$ cat src/rtl/irq_pkg.sv
package irq_pkg;

    localparam int VEC_W  = 16;
    localparam int MASK_W = 3;
    localparam int NSRC   = 5;

    typedef enum logic [2:0] {
        SRC_NONE = 3'd0,
        SRC_NMI  = 3'd1,
        SRC_EDGE = 3'd2,
        SRC_LHI  = 3'd3,
        SRC_LLO  = 3'd4,
        SRC_EXT  = 3'd5
    } irq_src_e;

    typedef struct packed {
        irq_src_e           src;
        logic               fixed;
        logic               ext;
        logic [VEC_W-1:0]   vec;
    } irq_grant_t;

    // Every fixed vector is four times its half-index.
    function automatic logic [VEC_W-1:0] vec_of(irq_src_e s);
        int half;
        case (s)
            SRC_NMI:  half = 9;
            SRC_EDGE: half = 15;
            SRC_LHI:  half = 13;
            SRC_LLO:  half = 11;
            default:  half = 0;
        endcase
        return VEC_W'(half * 4);
    endfunction

endpackage

$ cat src/rtl/irq_edge_latch.sv
module irq_edge_latch (
    input  logic clk,
    input  logic rst,
    input  logic din,
    input  logic clr,
    output logic lat
);
    logic prev_q;
    logic rise;

    assign rise = din & ~prev_q;

    always_ff @(posedge clk) begin
        if (rst) begin
            prev_q <= 1'b0;
            lat    <= 1'b0;
        end else begin
            prev_q <= din;
            if (rise)
                lat <= 1'b1;
            else if (clr)
                lat <= 1'b0;
        end
    end
endmodule

$ cat src/rtl/irq_ctrl_regs.sv
module irq_ctrl_regs
    import irq_pkg::*;
(
    input  logic              clk,
    input  logic              rst,
    input  logic              ie_set,
    input  logic              ie_clr,
    input  logic              ack_maskable,
    input  logic              mask_we,
    input  logic [MASK_W-1:0] mask_wdata,
    output logic              ie_q,
    output logic [MASK_W-1:0] mask_q
);
    always_ff @(posedge clk) begin
        if (rst) begin
            ie_q   <= 1'b0;
            mask_q <= '1;
        end else begin
            if (ie_clr || ack_maskable)
                ie_q <= 1'b0;
            else if (ie_set)
                ie_q <= 1'b1;
            if (mask_we)
                mask_q <= mask_wdata;
        end
    end
endmodule

$ cat src/rtl/irq_arbiter.sv
module irq_arbiter
    import irq_pkg::*;
(
    input  logic              nmi_lat,
    input  logic              nmi_lvl,
    input  logic              edge_lat,
    input  logic              lvl_hi,
    input  logic              lvl_lo,
    input  logic              ext_lvl,
    input  logic              ie,
    input  logic [MASK_W-1:0] mask,
    output irq_grant_t        grant
);
    logic [MASK_W-1:0] vreq;
    logic [NSRC-1:0]   act;
    logic [2:0]        win;
    logic              any;

    // Vectored maskable lines in priority order.
    assign vreq = {lvl_lo, lvl_hi, edge_lat};

    assign act[0] = nmi_lat & nmi_lvl;

    for (genvar g = 0; g < MASK_W; g++) begin : g_mask
        assign act[1+g] = ie & ~mask[MASK_W-1-g] & vreq[g];
    end

    assign act[NSRC-1] = ie & ext_lvl;

    always_comb begin
        win = 3'd0;
        any = 1'b0;
        for (int i = NSRC - 1; i >= 0; i--) begin
            if (act[i]) begin
                win = 3'(i);
                any = 1'b1;
            end
        end
    end

    always_comb begin
        grant       = '0;
        grant.src   = SRC_NONE;
        if (any) begin
            grant.src   = irq_src_e'(win + 3'd1);
            grant.ext   = (grant.src == SRC_EXT);
            grant.fixed = !grant.ext;
            grant.vec   = vec_of(grant.src);
        end
    end
endmodule

$ cat src/rtl/irq_prio_unit.sv
module irq_prio_unit
    import irq_pkg::*;
(
    input  logic              clk,
    input  logic              rst,
    input  logic              req_nmi,
    input  logic              req_edge,
    input  logic              req_lvl_hi,
    input  logic              req_lvl_lo,
    input  logic              req_ext,
    input  logic              ie_set,
    input  logic              ie_clr,
    input  logic              mask_we,
    input  logic [MASK_W-1:0] mask_wdata,
    input  logic              edge_clr,
    input  logic              ack,
    output logic              irq_pend,
    output logic              vec_valid,
    output logic              vec_ext,
    output logic [VEC_W-1:0]  vec_addr
);
    logic              nmi_lat;
    logic              edge_lat;
    logic              ie_q;
    logic [MASK_W-1:0] mask_q;
    logic              ack_nmi;
    logic              ack_edge;
    logic              ack_maskable;
    irq_grant_t        grant;

    assign ack_nmi      = ack && (grant.src == SRC_NMI);
    assign ack_edge     = ack && (grant.src == SRC_EDGE);
    assign ack_maskable = ack && (grant.src != SRC_NONE) && (grant.src != SRC_NMI);

    irq_edge_latch u_nmi_latch (
        .clk (clk),
        .rst (rst),
        .din (req_nmi),
        .clr (ack_nmi),
        .lat (nmi_lat)
    );

    irq_edge_latch u_edge_latch (
        .clk (clk),
        .rst (rst),
        .din (req_edge),
        .clr (ack_edge | edge_clr),
        .lat (edge_lat)
    );

    irq_ctrl_regs u_regs (
        .clk          (clk),
        .rst          (rst),
        .ie_set       (ie_set),
        .ie_clr       (ie_clr),
        .ack_maskable (ack_maskable),
        .mask_we      (mask_we),
        .mask_wdata   (mask_wdata),
        .ie_q         (ie_q),
        .mask_q       (mask_q)
    );

    irq_arbiter u_arb (
        .nmi_lat  (nmi_lat),
        .nmi_lvl  (req_nmi),
        .edge_lat (edge_lat),
        .lvl_hi   (req_lvl_hi),
        .lvl_lo   (req_lvl_lo),
        .ext_lvl  (req_ext),
        .ie       (ie_q),
        .mask     (mask_q),
        .grant    (grant)
    );

    assign vec_valid = grant.fixed;
    assign vec_ext   = grant.ext;
    assign irq_pend  = grant.fixed | grant.ext;
    assign vec_addr  = grant.vec;
endmodule

$ cat config.mk
export PLATFORM = sky130hd
export DESIGN_NAME = irq_prio_unit
export DESIGN_NICKNAME = d
export VERILOG_FILES = /design/src/rtl/irq_pkg.sv /design/src/rtl/irq_edge_latch.sv /design/src/rtl/irq_ctrl_regs.sv /design/src/rtl/irq_arbiter.sv /design/src/rtl/irq_prio_unit.sv
export SDC_FILE = /design/constraint.sdc
export NUM_CORES = 1
export LEC_CHECK = 0
export ABC_AREA = 1
export BUFFER_PORTS_ARGS = -buffer_cell sky130_fd_sc_hd__clkbuf_2
export CELL_PAD_IN_SITES_DETAIL_PLACEMENT = 1
export CELL_PAD_IN_SITES_GLOBAL_PLACEMENT = 1
export CORE_MARGIN = 3
export CORE_UTILIZATION = 30
export CTS_CLUSTER_SIZE = 25
export DETAILED_ROUTE_END_ITERATION = 7
export GPL_TIMING_DRIVEN = 0
export PLACE_DENSITY = 0.9
export SLEW_MARGIN = 20
export SYNTH_ARGS = -nofsm -noshare
export SYNTH_HDL_FRONTEND = slang
export SYNTH_SLANG_ARGS = --single-unit
$ cat constraint.sdc
create_clock -name clk -period 2.79 [get_ports clk]
set_input_delay 0.558 -clock clk [delete_from_list [all_inputs] [get_ports clk]]
set_output_delay 0.558 -clock clk [all_outputs]
set_load 0.005 [all_outputs]
== Yosys cells after proc, flatten, opt, wreduce, memory -nomap -nowiden ==
Index checks and enable logic that the tools add are counted.
Storage, ports and cells
  flip-flop bits (word level): 8
  bits in latches: 0
  bits in writable memories: 0
  bits in read-only memories: 0
  output and inout bits: 19
  word-level logic and storage cells: 58
  memories kept: 0
Cells by class
  add/subtract/negate cells: 1
  multipliers: 0
  divide/modulo/power cells: 0
  magnitude comparators: 0
  equality and inequality tests: 8
  shifts and indexed selects: 0
  multiplexer cells: 16
  bitwise logic cells: 17
  reductions and logical operators: 10
Operators with widths (number)
  two-way mux 21 bit: 1
  case mux 4 bit (4 select lines): 1
  two-way mux 3 bit: 5
  AND 1 bit: 10
  == test 3 x 2 -> 1 bit (second input constant): 3
  two-way mux 1 bit: 9
  == test 3 x 1 -> 1 bit (second input constant): 2
  == test 3 bit (second input constant): 2
  NOT 1 bit: 5
  logical AND 1 bit: 4
  nonzero test 2 bit: 2
  adder 3 x 1 -> 3 bit (second input constant): 1
  inequality test 3 x 1 -> 1 bit (second input constant): 1
  nonzero test 3 bit: 1
  OR 1 bit: 2
  OR reduction 2 bit: 1
  logical NOT 1 bit: 1
  logical OR 1 bit: 1

== Logic depth before layout (Yosys ltp) ==
Gate-level depths: netlist (run 1).
  depth after elaboration: 16
  mapped depth: 13
  gate-level depth less buffers: 13

== Modules after synthesis ==
From an unflattened synthesis (run 1), not the netlist that was laid out.
Unflattened totals
  cell total of the unflattened synthesis: 119
  area total of the unflattened synthesis: 790.8 um^2
Modules (own cells, without submodules)
  irq_arbiter: times used 1, cells each 68, area each 446.7 um^2, sequential area each 0.0 um^2
  irq_edge_latch: times used 2, cells each 10, area each 77.6 um^2, sequential area each 40.0 um^2
  irq_ctrl_regs: times used 1, cells each 19, area each 140.1 um^2, sequential area each 80.1 um^2
  irq_prio_unit: times used 1, cells each 12, area each 48.8 um^2, sequential area each 0.0 um^2

== Worst setup path after synthesis (run 1) ==
OpenSTA, ideal clock, no wires.
  path type: input port to output port
  start point: input port req_lvl_lo
  end point: output port vec_addr[5]
  arrival: 1495 ps
  setup slack: 737 ps
  stages: 7
  buffers on the path: 1
  path through: nand2_1 -> nor2_4 -> nor2_2 -> nor2_1 -> ha_1 -> o21a_1 -> buf_4
On the way
  longest elaborated chain between the ends: 9
RTL lines
  start, declared: line irq_prio_unit.sv:9  | input logic req_lvl_lo,
  AND 1 bit *: line irq_arbiter.sv:25  | assign act[1+g] = ie & ~mask[MASK_W-1-g] & vreq[g];
  two-way mux 3 bit (4 in series): line irq_arbiter.sv:34  | if (act[i]) begin
  adder 3 x 1 -> 3 bit: line irq_arbiter.sv:45  | grant.src = irq_src_e'(win + 3'd1);
  == test 3 bit, or another cell as far along: line irq_pkg.sv:26  | case (s)
  case mux 4 bit (4 select lines): line irq_pkg.sv:26
  two-way mux 21 bit *: line irq_arbiter.sv:44  | if (any) begin
  end, declared: line irq_prio_unit.sv:20  | output logic [VEC_W-1:0] vec_addr
Every way passes the cells marked *; elsewhere a longest branch is shown, timed or not.

== Worst setup path after layout (run 1) ==
  start point: input port req_nmi
  end point: output port vec_addr[5]
On the way
  longest elaborated chain between the ends: 6
RTL lines
  start, declared: line irq_prio_unit.sv:6  | input logic req_nmi,
  AND 1 bit *: line irq_arbiter.sv:22  | assign act[0] = nmi_lat & nmi_lvl;
  two-way mux 3 bit: line irq_arbiter.sv:34
  adder 3 x 1 -> 3 bit: line irq_arbiter.sv:45
  == test 3 bit, or another cell as far along: line irq_pkg.sv:26
  case mux 4 bit (4 select lines): line irq_pkg.sv:26
  two-way mux 21 bit *: line irq_arbiter.sv:44
Marked as above.

==> summary.md, run 1 <==
| Metric | Value |
|---|---|
| Outcome | `finished, final reports clean` |
| Cell area power density | `362 nW/µm²` |
| Crit. End Element | `primary output` |
| Hold/Removal Path Class | `register to register` |
| Reg clk slew, reported paths | `50 ps` |
| Syn_area_per_cell | `around 6.5 µm²` |
| Worst flop-to-flop path endpoint | `u_nmi_latch.lat` |
| Setup bufs post-CTS | `0` |
| Max Fclk | `between 0.4 and 0.5 GHz` |
| Cells after Synth | `between 90 and 100` |
| Core box area | `around 1800 µm²` |
| Max incr delay on CP | `between 150 and 200 ps` |
| LEAKAGE | `0.495 nW` |
| Critical path launch point type | `primary input` |
| DR iter-0 viols | `2` |
| Clk network pwr share | `0.295` |
| Setup TNS | `0 ps` |
| Post-cts gate resize count | `0` |
| IO Port Bufs | `20` |
| Pin count of the biggest net entering global routing | `9` |
| Switching Fraction | `0.286` |
| Final period util | `0.846` |
| Gr usage total | `0.124` |
| Number of global-route vias before repair | `approximately 630` |
| Final Worst Setup Slack | `roughly 430 ps` |
| Clk buf depth | `2` |
| Setup Skew | `around 7.4 ps` |
| Internal Power | `between 0.2 and 0.25 mW` |
| Critical Path RT | `~2200 ps` |
| Crit path max fanout | `4` |
| Library cells used by synthesis | `22` |
| First-pass GRT wire length | `about 2.4 mm` |
| Die H | `roughly 50 µm` |
| DRT antenna net count | `0` |
| Final slew viol count | `0` |
| Top cells by area, synth | `dfxtp_1 26%, buf_4 16%, nand2_1 10%, inv_1 7.3%, nor2_1 6.7%` |
| # DRC | `0` |
| Max-Cap Viols | `0` |
| Total wire length | `~1.5 mm` |
| Worst Hold Path Cells | `3` |
| # IOs | `34` |
| RSZ-0062 raised after global routing | `no` |
| Kind of critical path | `primary input to primary output` |
| Root buf cell | `clkbuf_4` |
| Fin crit period | `2360 ps` |
| Initial Utilization | `0.337` |
| CTS tree | `done` |
| Maximum VDD drop | `roughly 0.00025 V` |
| # hold bufs at CTS | `0` |
| Initial antenna violation count | `0` |
| Final Hold Vio Count | `0` |
| DP HPWL | `between 1 and 1.5 mm` |
| Clock Latency Late Sink | `~250 ps` |
| Min-Delay Endpoint | `u_nmi_latch.lat` |
| CTS H-tree depth | `1` |
| Critical Path AT | `1800 ps` |
| R2R Setup Slk | `a little over 1000 ps` |
| Die span in x | `approximately 50 µm` |
| Final Setup Violations | `0` |
| Routability congestion estimate | `approximately 0.73` |
| Worst reg2reg path startpoint | `u_regs.ie_q` |
| Area leader, netlist | `dfxtp_1` |
| Via Count | `approximately 660` |
| Worst-path cell chain | `clkbuf_2 -> nand2_2 -> inv_1 -> nor2_2 -> clkinv_1 -> nor2_1 -> ha_1 -> o21a_1 -> buf_4 -> clkbuf_2` |
| Via/cell ratio | `approximately 4.3` |
| TritonCTS Buffers | `3` |
| Synth top area share | `0.259` |
| Post-synthesis sequential area ratio | `0.259` |
| Clock Sinks | `8` |
| Area growth syn-to-layout | `31.5%` |
| Pre-Repair DR Iteration Count | `4` |
| Ant. Diodes | `0` |
| Total grt overflow | `0` |
| Switching pwr | `around 0.084 mW` |
| Rows | `15` |
| CP most frequent cell | `clkbuf_2` |
| YS warnings | `0` |
| FF-to-FF path depth | `13` |
| Crit-path slowest cell | `nor2_2` |
| Place WS | `405 ps` |
| Share of power burned in registers | `0.436` |
| Die ar. | `2650 µm²` |
| WL/cell | `9.55 µm` |
| Layout cells sized above 1 | `0.395` |
| Fin util | `0.443` |
| Combinational power share | `0.269` |
| NumNets Final | `147` |
| Netlist Area Pre-Place | `around 620 µm²` |
| FF+latch count, synth | `8` |
| Hold_sp | `u_nmi_latch.prev_q` |
-- how the worst max path moves through the flow --
stage / start / to / slack (ps)
after CTS: req_nmi / vec_addr[3] / 400
final: req_nmi / vec_addr[5] / 430
after global routing: u_regs.ie_q / vec_addr[3] / 260
after global placement: req_nmi / vec_addr[5] / 500
after floorplan: req_lvl_lo / vec_addr[5] / 740
after detailed placement: req_nmi / vec_addr[3] / 400
-- flip-flops by register name (all words and copies together) (netlist names) --
name and count:
u_regs.ie_q 1, u_regs.mask_q 3, u_edge_latch.prev_q 1, u_nmi_latch.lat 1
u_nmi_latch.prev_q 1, u_edge_latch.lat 1
-- power by group through the flow --
stage / clock [mW] / sequential, mW / combinational (mW)
6_report: 0.0870 / 0.128 / 0.0792
5_1_grt: 0.0980 / 0.129 / 0.0908
4_1_cts: 0.0907 / 0.128 / 0.0795
3_5_place_dp: 0 / 0.131 / 0.0792
3_3_place_gp: 0 / 0.130 / 0.0758
2_1_floorplan: 0 / 0.129 / 0.0546
-- worst max-delay path: cells and delay by family --
kind,cells,cell delay [ps]
AOI/OAI and AO/OA,1,190
adders and majority gates,1,170
buffers and inverters,5,460
and+or+nand+nor,3,430
-- stage by stage --
step	instance area, µm²	std cells	hold WS [ps]	total power, mW
after floorplan	661	106	429	0.184
after global placement	792	151	438	0.206
after detailed placement	792	151	454	0.210
after CTS	815	154	463	0.299
after global routing	815	154	490	0.318
final	815	154	449	0.294
-- cell type report --
| cell class | count | area (µm²) |
|---|---|---|
| fill | 290 | 1020 |
| multi-input combinational | 67 | 335 |
| sequential | 8 | 160 |
| buffer | 14 | 101 |
| timing repair buffer | 20 | 100 |
| inverter | 17 | 63.8 |
| tap | 25 | 31.3 |
| clock buffer | 3 | 22.5 |
-- synthesized netlist by cell type --
master,n
clkinv_1,1
o21a_1,1
clkbuf_1,1
nor3b_1,1
nor2_2,3
nor2_1,11
nand2_1,17
dfxtp_1,8
buf_4,13
inv_2,4
o21ai_1,2
conb_1,1
nand2_2,3
inv_1,12
a21oi_1,4
nand3_1,5
ha_1,1
nand2_4,1
o211ai_2,1
o21ai_0,2
o21ai_2,1
nor2_4,2
-- layout by cell type (no fill, tap or decap) --
master	netlist	layout
a21oi_1	4	4
buf_4	13	13
clkbuf_1	1	1
clkbuf_2	0	20
clkbuf_4	0	3
clkinv_1	1	1
conb_1	1	12
dfxtp_1	8	8
ha_1	1	1
inv_1	12	12
inv_2	4	4
nand2_1	17	17
nand2_2	3	3
nand2_4	1	1
nand3_1	5	5
nor2_1	11	11
nor2_2	3	3
nor2_4	2	2
nor3b_1	1	1
o211ai_2	1	1
o21a_1	1	1
o21ai_0	2	2
o21ai_1	2	2
o21ai_2	1	1
-- cell families after synthesis --
kind of cell	count (synthesis)	synth area share
other	1	0.00605
and+or+nand+nor	43	0.337
DFF	8	0.259
buffers and inverters	31	0.267
AOI/OAI and AO/OA	11	0.111
adders and majority gates	1	0.0202
-- layer usage --
metal,track usage,vias to the layer above,part of all wire
li1,-,334,-
met1,0.115,288,0.36
met2,0.216,26,0.52
met3,0.0554,7,0.090
met4,0.0830,0,0.024
met5,0,-,0
Note: power is estimated with default switching activity, not from simulation.
==> inputs of run 2 (changes only) <==
CORE_UTILIZATION = 28   (was 30)
PLACE_DENSITY = 0.85   (was 0.9)
clock period = 2.2 ns   (was 2.79 ns; I/O delays follow)
==> summary.md, run 2 (synthesis gave the netlist of run 1 again) <==
| Metric | Value |
|---|---|
| Outcome | `finished, final reports clean` |
| Worst reg2reg path startpoint | `u_regs.ie_q` |
| Hold slack | `roughly 400 ps` |
| CTS tree | `done` |
| Core box area | `~2000 µm²` |
| CP most frequent cell | `nand2_1` |
| Clock Sinks | `8` |
| Crit. End Element | `primary output` |
| DRT antenna net count | `0` |
| Final Hold Vio Count | `0` |
| Gr usage total | `0.112` |
| Root buf cell | `clkbuf_4` |
| Max reg flops | `3` |
| Max-Cap Viols | `0` |
| Clk buf depth | `2` |
| Crit path max fanout | `6` |
| Bufs and invs on worst path | `3` |
| Initial antenna violation count | `0` |
| Final Worst Setup Slack | `around 110 ps` |
| # DRC | `0` |
| Maximum VDD drop | `around 0.00025 V` |
| Setup Skew | `about 1.8 ps` |
| Worst flop-to-flop path endpoint | `u_nmi_latch.lat` |
| Place WS | `56.9 ps` |
| Setup TNS | `0 ps` |
| Top Family by Delay on Critical Path | `simple AND/OR/NAND/NOR gates` |
| Crit-path slowest cell | `dfxtp_4` |
| Critical Path AT | `about 1700 ps` |
| DR iter-0 viols | `4` |
| Worst-path cell chain | `nand2_4 -> nor2_4 -> nand2_1 -> nand2_1 -> nand2_2 -> inv_2 -> ha_4 -> o21a_1 -> buf_4 -> clkbuf_2` |
| Max incr delay on CP | `about 380 ps` |
| Total wire length | `around 1.6 mm` |
| Setup crit start | `u_regs.ie_q` |
| Number of global-route vias before repair | `~640` |
| Critical Path RT | `between 1500 and 2000 ps` |
| Hold/Removal Path Class | `primary input to register` |
| LEAKAGE | `between 0.5 and 0.6 nW` |
| Most common cell after layout, fill and taps aside | `clkbuf_2` |
| Cell area power density | `roughly 430 nW/µm²` |
| First-pass GRT wire length | `about 2.4 mm` |
| Routability congestion estimate | `approximately 0.78` |
| Area growth syn-to-layout | `45.5%` |
| Pre-Repair DR Iteration Count | `4` |
| R2R Setup Slk | `560 ps` |
| Rows | `16` |
| Initial Utilization | `0.306` |
| Max Fclk | `around 0.48 GHz` |
| Largest reg by FF count | `u_regs.mask_q` |
| WL/cell | `about 10 µm` |
| Via/cell ratio | `4.24` |
| Critical path launch point type | `register` |
| FF-to-FF path depth | `13` |
| Ant. Diodes | `0` |
| Kind of critical path | `register to primary output` |
| Die H | `53.0 µm` |
| # IOs | `34` |
| CTS H-tree depth | `1` |
| Final period util | `0.951` |
| Die span in x | `~53 µm` |
| Layout cells sized above 1 | `0.485` |
| Die ar. | `roughly 2800 µm²` |
| Reg clk slew, reported paths | `50 ps` |
| Hold_sp | `req_edge` |
| Clock Latency Late Sink | `250 ps` |
| DP HPWL | `1.32 mm` |
| Min-Delay Endpoint | `u_edge_latch.prev_q` |
| Via Count | `between 600 and 700` |
| NumNets Final | `~150` |
| Worst Hold Path Cells | `3` |
| IO Port Bufs | `20` |
| Fin crit period | `2090 ps` |
| Total grt overflow | `0` |
| Final slew viol count | `0` |
| Pin count of the biggest net entering global routing | `9` |
| Fin util | `0.446` |
| TritonCTS Buffers | `3` |
| Filler instances | `~290` |
| Final Setup Violations | `0` |
| Leading cell types in the layout, fill and taps excluded | `20 x clkbuf_2, 18 x buf_4, 15 x nand2_1, 12 x conb_1, 11 x inv_1` |
## run 2: how the worst max path moves through the flow
| stage | depth (start not counted) | end | slack [ps] |
|---|---|---|---|
| 3_5_place_dp | 10 | vec_addr[5] | 60 |
| 2_1_floorplan | 7 | vec_addr[5] | 380 |
| 3_3_place_gp | 10 | vec_addr[5] | 140 |
| 5_1_grt | 11 | vec_addr[3] | -20 |
| 4_1_cts | 9 | vec_addr[5] | 2 |
| 6_report | 10 | vec_addr[5] | 110 |
## run 2: cell type report
cell class                      instances  area (µm²)  area share
Timing Repair Buffer                   25         138       0.153
Multi-Input combinational cell         67         378       0.419
Clock buffer                            3        22.5      0.0250
Sequential cell                         8         164       0.182
Inverter                               17        63.8      0.0708
Buffer                                 14         101       0.112
Tap cell                               27        33.8      0.0375
## run 2: routing by layer
metal | share of wire | track usage
met5 | 0 | 0
met2 | 0.58 | 0.236
met3 | 0.068 | 0.0197
met4 | 0.0098 | 0.0383
met1 | 0.35 | 0.104
## run 2: power breakdown
group | leakage [nW] | switching (mW) | internal (mW)
clock network | 0.0138 | 0.0479 | 0.0623
registers | 0.0673 | 0.00869 | 0.155
logic | 0.454 | 0.0561 | 0.0536
## run 2: worst reg2reg max path: cells and delay by family, from the launching register on
kind          cells  cell delay [ps]
simple gates     10              810
flops             1              380
fa+ha+maj         1              200
buf+inv           2              140
## run 2: timing repair
action / CTS / global route
gates cloned: 0 / 0
resized for setup: 1 / 13
hold buffers: 0 / 0
buffers inserted: 0 / 5
endpoints found under the setup margin: 2 / 3
endpoints found under the hold margin: 0 / 0
pin swaps: 0 / 8
## run 2: through the flow
step	area (µm²)	power [mW]	cells
6_report	901	0.383	161
5_1_grt	901	0.412	161
4_1_cts	818	0.380	156
3_5_place_dp	795	0.266	153
3_3_place_gp	795	0.261	153
2_1_floorplan	661	0.233	106
